### src/rtl/psm_pkg.sv
package psm_pkg;

   typedef enum logic [1:0] {
      PM_IDLE  = 2'd0,
      PM_WATCH = 2'd1,
      PM_SUBW  = 2'd2,
      PM_STOP  = 2'd3
   } pm_mode_e;

   typedef enum logic [2:0] {
      SQ_RUN    = 3'd0,
      SQ_LATCH  = 3'd1,
      SQ_ACCEPT = 3'd2,
      SQ_HALT   = 3'd3,
      SQ_LOWPWR = 3'd4
   } sq_state_e;

   // modes that stop the PLL and clear the clock path controls
   function automatic logic gates_clocks(pm_mode_e m);
      return m != PM_IDLE;
   endfunction

   // modes whose CPU clock code depends on the oscillator control
   function automatic logic osc_dependent(pm_mode_e m);
      return (m == PM_WATCH) || (m == PM_SUBW);
   endfunction

endpackage

### src/rtl/psm_seq.sv
module psm_seq
   import psm_pkg::*;
#(
   parameter int STOP_CYC = 4
) (
   input  logic      clk,
   input  logic      rst_n,
   input  logic      stby_req,
   input  pm_mode_e  mode_in,
   input  logic      wake,
   output sq_state_e state_o,
   output pm_mode_e  mode_q,
   output logic      done_q,
   output logic      wake_apply,
   output logic      clk_stop
);

   localparam int CW = (STOP_CYC > 1) ? $clog2(STOP_CYC) : 1;
   localparam logic [CW-1:0] CNT_LOAD = CW'(STOP_CYC - 1);

   if (STOP_CYC < 1) begin : g_bad_stop
      $error("STOP_CYC must be at least 1");
   end

   sq_state_e      state_q, state_d;
   pm_mode_e       mode_d;
   logic           done_d;
   logic [CW-1:0]  cnt_q, cnt_d;

   assign wake_apply = wake && ((state_q == SQ_ACCEPT) ||
                                (state_q == SQ_HALT)   ||
                                (state_q == SQ_LOWPWR));

   always_comb begin
      state_d = state_q;
      mode_d  = mode_q;
      done_d  = done_q;
      cnt_d   = cnt_q;
      unique case (state_q)
         SQ_RUN: begin
            if (stby_req) begin
               state_d = SQ_LATCH;
               mode_d  = mode_in;
            end
         end
         SQ_LATCH: begin
            if (wake) begin
               state_d = SQ_RUN;
            end else begin
               state_d = SQ_ACCEPT;
               done_d  = 1'b0;
            end
         end
         SQ_ACCEPT: begin
            if (wake) begin
               state_d = SQ_RUN;
            end else begin
               state_d = SQ_HALT;
               cnt_d   = CNT_LOAD;
            end
         end
         SQ_HALT: begin
            if (wake) begin
               state_d = SQ_RUN;
            end else if (cnt_q == '0) begin
               state_d = SQ_LOWPWR;
               done_d  = 1'b1;
            end else begin
               cnt_d = cnt_q - 1'b1;
            end
         end
         SQ_LOWPWR: begin
            if (wake) state_d = SQ_RUN;
         end
         default: state_d = SQ_RUN;
      endcase
   end

   always_ff @(posedge clk or negedge rst_n) begin
      if (!rst_n) begin
         state_q <= SQ_RUN;
         mode_q  <= PM_IDLE;
         done_q  <= 1'b0;
         cnt_q   <= '0;
      end else begin
         state_q <= state_d;
         mode_q  <= mode_d;
         done_q  <= done_d;
         cnt_q   <= cnt_d;
      end
   end

   assign state_o  = state_q;
   assign clk_stop = (state_q == SQ_LOWPWR) && gates_clocks(mode_q);

endmodule

### src/rtl/psm_cfg.sv
module psm_cfg
   import psm_pkg::*;
#(
   parameter int SW = 2,
   parameter int PW = 2,
   parameter int DW = 6
) (
   input  logic            clk,
   input  logic            rst_n,
   input  logic            wr_en,
   input  logic [1:0]      wr_addr,
   input  logic [DW-1:0]   wr_data,
   input  logic            wr_dma,
   input  logic            wake_apply,
   input  pm_mode_e        wake_mode,
   input  logic            osc_off,
   output logic [2:0]      ctl_q,
   output logic [2*SW-1:0] src_q,
   output logic [2:0]      cpu_q,
   output logic [3*PW-1:0] per_q
);

   localparam int NPER = 3;

   logic       wr_ok;
   logic       cpu_lock, per_lock;
   logic       clear_path;
   logic [2:0] cpu_wake;

   assign wr_ok      = wr_en && !wr_dma;
   assign clear_path = wake_apply && gates_clocks(wake_mode);
   assign cpu_wake   = osc_dependent(wake_mode) ? {osc_off, 2'b00} : 3'b000;

   always_ff @(posedge clk or negedge rst_n) begin
      if (!rst_n) begin
         ctl_q <= '0;
         src_q <= '0;
      end else if (clear_path) begin
         ctl_q <= '0;
         src_q <= '0;
      end else if (wr_ok) begin
         if (wr_addr == 2'd0) ctl_q <= wr_data[2:0];
         if (wr_addr == 2'd1) src_q <= wr_data[2*SW-1:0];
      end
   end

   always_ff @(posedge clk or negedge rst_n) begin
      if (!rst_n) begin
         cpu_q    <= '0;
         cpu_lock <= 1'b0;
      end else if (wake_apply) begin
         cpu_q    <= cpu_wake;
         cpu_lock <= 1'b0;
      end else if (wr_ok && wr_addr == 2'd2 && !cpu_lock) begin
         cpu_q    <= wr_data[2:0];
         cpu_lock <= 1'b1;
      end
   end

   logic per_take;
   assign per_take = wr_ok && (wr_addr == 2'd3) && !per_lock;

   always_ff @(posedge clk or negedge rst_n) begin
      if (!rst_n)        per_lock <= 1'b0;
      else if (per_take) per_lock <= 1'b1;
   end

   for (genvar f = 0; f < NPER; f++) begin : g_per
      always_ff @(posedge clk or negedge rst_n) begin
         if (!rst_n)        per_q[f*PW +: PW] <= '0;
         else if (per_take) per_q[f*PW +: PW] <= wr_data[f*PW +: PW];
      end
   end

endmodule

### src/rtl/pwrsave_seq.sv
module pwrsave_seq
   import psm_pkg::*;
#(
   parameter int SW       = 2,
   parameter int PW       = 2,
   parameter int DW       = 6,
   parameter int STOP_CYC = 4
) (
   input  logic            clk,
   input  logic            rst_n,
   input  logic            stby_req,
   input  logic [1:0]      mode_sel,
   input  logic            wake,
   input  logic            osc_off,
   input  logic            wr_en,
   input  logic [1:0]      wr_addr,
   input  logic [DW-1:0]   wr_data,
   input  logic            wr_dma,
   output logic [2:0]      seq_stage,
   output logic            pll_stop,
   output logic            sscg_stop,
   output logic            done_flag,
   output logic [2:0]      ctl_bits,
   output logic [2*SW-1:0] src_sel,
   output logic [2:0]      cpu_code,
   output logic [3*PW-1:0] per_sel
);

   localparam int NEED_A = (3*PW > 2*SW) ? 3*PW : 2*SW;
   localparam int NEED   = (NEED_A > 3) ? NEED_A : 3;

   if (DW != NEED) begin : g_bad_dw
      $error("DW must equal the widest register field span");
   end
   if (SW < 1 || PW < 1) begin : g_bad_fw
      $error("field widths must be positive");
   end

   sq_state_e st;
   pm_mode_e  cur_mode;
   logic      wake_apply;
   logic      clk_stop;

   psm_seq #(.STOP_CYC(STOP_CYC)) u_seq (
      .clk        (clk),
      .rst_n      (rst_n),
      .stby_req   (stby_req),
      .mode_in    (pm_mode_e'(mode_sel)),
      .wake       (wake),
      .state_o    (st),
      .mode_q     (cur_mode),
      .done_q     (done_flag),
      .wake_apply (wake_apply),
      .clk_stop   (clk_stop)
   );

   psm_cfg #(.SW(SW), .PW(PW), .DW(DW)) u_cfg (
      .clk        (clk),
      .rst_n      (rst_n),
      .wr_en      (wr_en),
      .wr_addr    (wr_addr),
      .wr_data    (wr_data),
      .wr_dma     (wr_dma),
      .wake_apply (wake_apply),
      .wake_mode  (cur_mode),
      .osc_off    (osc_off),
      .ctl_q      (ctl_bits),
      .src_q      (src_sel),
      .cpu_q      (cpu_code),
      .per_q      (per_sel)
   );

   assign seq_stage = st;
   assign pll_stop  = clk_stop;
   assign sscg_stop = clk_stop;

endmodule

### config.mk
export PLATFORM = sky130hd
export DESIGN_NAME = pwrsave_seq
export DESIGN_NICKNAME = d
export VERILOG_FILES = /design/src/rtl/psm_pkg.sv /design/src/rtl/psm_seq.sv /design/src/rtl/psm_cfg.sv /design/src/rtl/pwrsave_seq.sv
export SDC_FILE = /design/constraint.sdc
export NUM_CORES = 1
export LEC_CHECK = 0
export ABC_CLOCK_PERIOD_IN_PS = 1850
export BUFFER_PORTS_ARGS = -buffer_cell sky130_fd_sc_hd__buf_2
export CORE_AREA = 2 2 58 60
export DETAILED_ROUTE_END_ITERATION = 8
export DIE_AREA = 0 0 60 62
export PLACE_DENSITY = 0.7
export SLEW_MARGIN = 20
export SYNTH_ARGS = -nofsm -noshare
export SYNTH_HDL_FRONTEND = slang
export SYNTH_HIERARCHICAL = 1
export SYNTH_SLANG_ARGS = --single-unit
### constraint.sdc
create_clock -name clk -period 1.85 [get_ports clk]
set_input_delay 0.2775 -clock clk [delete_from_list [all_inputs] [get_ports clk]]
set_output_delay 0.2775 -clock clk [all_outputs]
set_load 0.02 [all_outputs]
# --- After elaboration in Yosys (flattened, before gate mapping) ---
# Cells that the tools add are included.
totals:
  regBits: 26
  latch_bits: 0
  ramBits: 0
  romBits: 0
  input_bits: 17
  output_inout_bits: 22
  word_cells: 86
  mem_count: 0
op_classes:
  addsub: 1
  mul: 0
  div_mod_pow: 0
  n_lt_le_gt_ge: 0
  n_eq_ne: 17
  shifts: 0
  n_mux: 26
  n_bitwise: 0
  n_reduce_logical: 30
ops:
  columns: ["op", "n"]
  rows:
  - ["2-to-1 mux 3 bit", 10]
  - ["case mux 3 bit (5 select lines)", 1]
  - ["!= test 2 bit (second input constant)", 7]
  - ["nonzero test 2 bit", 7]
  - ["2-to-1 mux 4 bit", 3]
  - ["2-to-1 mux 2 bit", 5]
  - ["logical AND 1 bit", 8]
  - ["AND reduction 4 bit", 2]
  - ["equality test 2 bit (second input constant)", 3]
  - ["equality test 3 x 2 -> 1 bit (second input constant)", 2]
  - ["AND reduction 2 bit", 3]
  - ["2-to-1 mux 1 bit", 5]
  - ["equality test 2 x 1 -> 1 bit (second input constant)", 2]
  - ["logical NOT 2 bit", 2]
  - ["case mux 2 bit (2 select lines)", 1]
  - ["equality test 3 x 1 -> 1 bit (second input constant)", 1]
  - ["equality test 3 bit (second input constant)", 1]
  - ["logical NOT 1 bit", 3]
  - ["logical NOT 3 bit", 1]
  - ["logical OR 1 bit", 3]
  - ["!= test 3 bit (second input constant)", 1]
  - ["AND reduction 3 bit", 1]
  - ["case mux 1 bit (2 select lines)", 1]
  - ["subtractor 2 x 1 -> 2 bit (second input constant)", 1]

# --- Longest topological paths before layout ---
depth:
  ltp_word: 7
  depth_mapped: 7
  mapped_depth_nobuf: 6

# --- Hierarchy ---
# The synthesis kept the hierarchy.
by_module_without_submodules:
  columns: ["mod", "n_inst", "cells_each", "area_per_inst_um2", "seq_area_each_um2"]
  rows:
  - ["psm_cfg", 1, 67, 862.1, 450.4]
  - ["psm_seq", 1, 39, 415.4, 200.2]
  - ["pwrsave_seq", 1, 1, 7.5, 0.0]

# --- Worst setup path after synthesis ---
# Ideal clock, no wire load.
synth_timing:
  path_kind: "flip-flop to flip-flop"
  startpoint: "register u_seq.state_q[1], in the netlist u_seq/state_o[1]"
  endpoint: "register u_cfg.cpu_q[2]"
  setup_ps: 131
  arrival_time_ps: 1779
  required_ps: 1719
  path_slack_ps: -60
  path_stages_with_launch: 7
  n_path_buf: 1
  period_less_slack_ps: 1910
  path_cell_list: "dfrtp_1 > buf_4 > nor2_1 > nand2_1 > a21boi_0 > and4b_1 > or3_1"
synth_via:
  elab_chain_len: 5
  word_cells_on_any_way: 8
  cone_classes: "eq/ne (3); mux (1); reduce/logical (4)"
synth_rtl:
  columns: ["item", "line_no", "rtl"]
  rows:
  - ["start, declared", "psm_seq.sv:25", "sq_state_e state_q, state_d;"]
  - ["start signal, assigned", "psm_seq.sv:86", "state_q <= state_d;"]
  - ["equality test 3 x 2 -> 1 bit (on tied branches)", "psm_seq.sv:30, psm_seq.sv:31", null]
  - ["logical OR 1 bit", "psm_seq.sv:30", "assign wake_apply = wake && ((state_q == SQ_ACCEPT) ||"]
  - ["logical OR 1 bit (*)", "psm_seq.sv:31", "(state_q == SQ_HALT) ||"]
  - ["logical AND 1 bit (*)", "psm_seq.sv:30", null]
  - ["net wake_apply", "pwrsave_seq.sv:41", "logic wake_apply;"]
  - ["2-to-1 mux 3 bit / nonzero test 2 bit (equally long branches)", null, null]
  - ["end signal, assigned", "psm_cfg.sv:52", "cpu_q <= cpu_wake;"]
  - ["end signal, assigned", "psm_cfg.sv:55", "cpu_q <= wr_data[2:0];"]
  - ["end, declared", "psm_cfg.sv:19", "output logic [2:0] cpu_q,"]
# Mark *: on every way through the listed nets, which the timed path passes. The rest lies on a longest branch.
# A chain may end at the register's enable or synchronous reset.

# --- Final worst setup path ---
layout_timing:
  startpoint: "register u_seq.state_q[1], in the netlist u_seq/state_o[1]"
  endpoint: "output port sscg_stop"
layout_via:
  elab_chain_len: 2
layout_rtl:
  columns: ["item", "line_no", "rtl"]
  rows:
  - ["equality test 3 bit", "psm_seq.sv:94", "assign clk_stop = (state_q == SQ_LOWPWR) && gates_clocks(mode_q);"]
  - ["logical AND 1 bit", "psm_seq.sv:94", null]
  - ["end, declared", "pwrsave_seq.sv:21", "output logic sscg_stop,"]
# No other way between the ends.

==> out/results.tsv <==
stage	metric	value	unit
global_routing	gr ovfl total	0	
drt	Iteration-0 DRC Markers	19	
floorplan	Top Ports	39	
logic_synthesis	Compound-Gate Fraction of Synth Area	0.0662	
finish	# nets final	168	
finish	Fillers	297	
setup_path	crit path DAT	1.38	ns
cts	CTS Buf Count	3	
sta	final hold violation count	0	
cts	Sink Count	26	
outcome	status	finished clean	
sta	Slew @ Worst Pin	0.566	ns
cts	H-tree levels	1	
logic_synthesis	ranking of synthesized cells by area	dfrtp_1 51%, mux2i_1 7.0%, mux2_4 7.0%	
setup_path	CP bufs+invs	1	
logic_synthesis	syn nets	126	
logic_synthesis	Post-Synth Simple-Gate Area	0.195	
cts	CTS tree	done	
drt	remaining antenna violation count after routing	0	
sta	fmax	0.602	GHz
logic_synthesis	adder-cell share of the synthesized area	0.0195	
logic_synthesis	Async SR Flop Fraction	1.00	
sta	Clock Skew	0.00364	ns
floorplan	num rows	21	
global_routing	largest net degree at the start of global routing	27	
setup_path	Worst path slowest cell	dfrtp_1	
drt	wire length per cell	13.1	um
finish	Cell Count, Final, Fillers Out	194	
logic_synthesis	share of the synthesized area in the top cell type	0.506	
finish	Area Growth Syn to Fin	22.7	%
setup_path	worst r2r src	u_seq/state_o[1]	
finish	diode count	0	
power	Worst VDD drop	474	uV
logic_synthesis	Yosys warnings	6	
finish	most common cell after layout, fill and taps aside	buf_2	
placed_design	DP HPWL	1970	um
setup_path	worst-path cell chain	nor2_1 -> nand2_1 -> nor2_1 -> buf_2	
setup_path	most used cell, CP	nor2_1	
floorplan	initial core utilization	0.404	
hold_path	Hold/Removal Path Class	in -> reg	
drt	total number of vias	912	
sta	Worst slew margin	0.622	
setup_path	cell family with the largest share of critical-path delay	flip-flops	
setup_path	Critical Path Max Stage Delay	0.47	ns
floorplan	core region area	3180	um2
hold_path	worst hold start	wake	
floorplan	Die ar.	3720	um2
power	Pwr Density	1300	nW/um2
logic_synthesis	mux contribution to synthesized area	0.158	
logic_synthesis	post-synth top area cell	dfrtp_1	
power	Leakage Power	0.794	nW
cts	Root Buffer	clkbuf_4	
logic_synthesis	register area share after synthesis	0.506	
logic_synthesis	Netlist cell types	28	
global_routing	initial antenna violation count	0	
logic_synthesis	Synth Flop Type	dfrtp_1	
placed_design	I/O Buffers	38	
sta	minimum hold slack	0.153	ns
logic_synthesis	Avg Inst Size Synth	12.0	um2
drt	via/cell ratio	4.70	
logic_synthesis	Syn Inst Count	107	
placed_design	placer congestion estimate	0.751	
setup_path	CP max FO	7	
cts	CTS max path bufs	2	
drt	# DRC	0	
floorplan	Die Ht	62	um
finish	share of post-route cells with drive strength above 1	0.426	
drt	drt total wl	2540	um
global_routing	vias in the first global route	854	
cts	worst skew pair latency	0.32	ns
logic_synthesis	largest family of logic cells by synthesized area	simple AND/OR/NAND/NOR gates	
sta	Period minus WS final	1.66	ns
floorplan	die width	60	um
logic_synthesis	Netlist Area Pre-Place	1280	um2
global_routing	Overall Global Routing Usage	0.149	
flow_run	maxcap violations	0	
global_routing	first-pass GRT wire length	4020	um
setup_path	required time of the critical path	1.57	ns
setup_path	Critical Path Start	u_seq/state_o[1]	
logic_synthesis	xor and xnor area share after synthesis	0	
sta	unrepaired setup endpoints after global routing	no	
sta	setup TNS	0	ns
setup_path	critical path class	reg -> out	
sta	fin. max-slew vios	0	
logic_synthesis	number of synthesized flops with an enable pin	0	
placed_design	dpl cells	189	
logic_synthesis	Yosys reg bits	26	
cts	Clock transition at path regs	0.14	ns
drt	Pre-Repair DR Iteration Count	4	
sta	Setup Viol. Count Final	0	
finish	commonest non-fill, non-tap cells in the layout	38 x buf_2, 26 x dfrtp_1, 13 x nor2_1	
setup_path	CP endpoint kind	output pin	
setup_path	Critical Path Source Type	register	
sta	Tcrit/Tclk final	0.897	
==> Yosys cell counts, types with 2 or more instances <==
cell type and instances:
dfrtp_1 26, nor2_1 13, mux2i_1 9, a31oi_1 6, inv_1 6, mux2_4 6
nand2b_1 6, a21oi_1 4, and4b_1 3, buf_4 3, buf_6 2, ha_1 2
mux2_2 2, nand2_1 2, nor4b_4 2, o21ai_0 2, or2_2 2
==> stage by stage <==
stage                     worst slack [ns]   util  power [W]  cell area (um2)
after global routing                0.0325  0.496    0.00220             1580
after floorplan                     0.0777      -    0.00142             1280
after CTS                            0.153  0.496    0.00207             1580
after detailed placement             0.224  0.476    0.00168             1510
final                                0.190  0.496    0.00205             1580
after global placement               0.325  0.476    0.00164             1510
==> timing repair <==
item	4_1_cts	5_1_grt
setup buffers	0	0
hold buffers	1	0
gates resized for setup	0	0
hold endpoints to repair	26	0
==> worst register-to-register path, stage by stage, from the launching register on <==
cell      delay (ns)
dfrtp_1         0.47
nor2_1          0.13
nand2_1         0.10
a21boi_1        0.25
nand2b_1        0.17
nor2_1          0.04
or3_1           0.38
==> cell families (layout without fill, tap and decap cells) <==
group           after synthesis  count (layout)
simple gates                 36              36
flops                        26              26
fa+ha+maj                     2               2
compound gates               14              14
mux                          17              17
buf+inv                      12              53
==> where the power goes <==
part	internal, W	switching [W]	total [W]
sequential	0.000758	0.000115	0.000873
clock	0.000219	0.000172	0.000391
combinational	0.000350	0.000434	0.000784
total	0.00133	0.000721	0.00205
==> area by class of cell <==
class | instances | area (um2) | share of cell area
flip-flops and latches | 26 | 651 | 0.413
clock inverters | 1 | 30.0 | 0.0190
inverters | 6 | 22.5 | 0.0143
well taps | 46 | 57.6 | 0.0365
multi-input cells | 69 | 563 | 0.357
clock buffers | 3 | 22.5 | 0.0143
repair buffers | 43 | 230 | 0.146
==> final timing paths <==
| kind | end | slack [ns] | depth (start not counted) |
|---|---|---|---|
| max in group asynchronous | u_seq/state_o[0] | 1.01 | 2 |
| hold / removal | u_seq/state_o[2] | 0.15 | 2 |
| min in group asynchronous | u_seq/cnt_q[0] | 0.48 | 2 |
| hold reg to reg | u_cfg/per_lock | 0.48 | 1 |
| setup reg to reg | u_cfg/cpu_q[2] | 0.21 | 6 |
| setup / recovery | sscg_stop | 0.19 | 4 |
==> registers in the layout, indices dropped and copies added, names as in the netlist <==
register / flops
u_cfg/src_q: 4
u_seq/mode_q: 2
u_cfg/cpu_q: 3
u_cfg/ctl_q: 3
u_seq/cnt_q: 2
u_cfg/cpu_lock: 1
u_seq/done_q: 1
u_cfg/per_q: 6
u_cfg/per_lock: 1
u_seq/state_o: 3
==> layer usage <==
metal,global-route usage,part of all wire,vias up
met4,0.0571,0.0059,0
met5,0,0,-
met1,0.186,0.46,434
li1,-,-,449
met2,0.259,0.49,27
met3,0.0248,0.042,2
(Power assumes the default switching activity.)
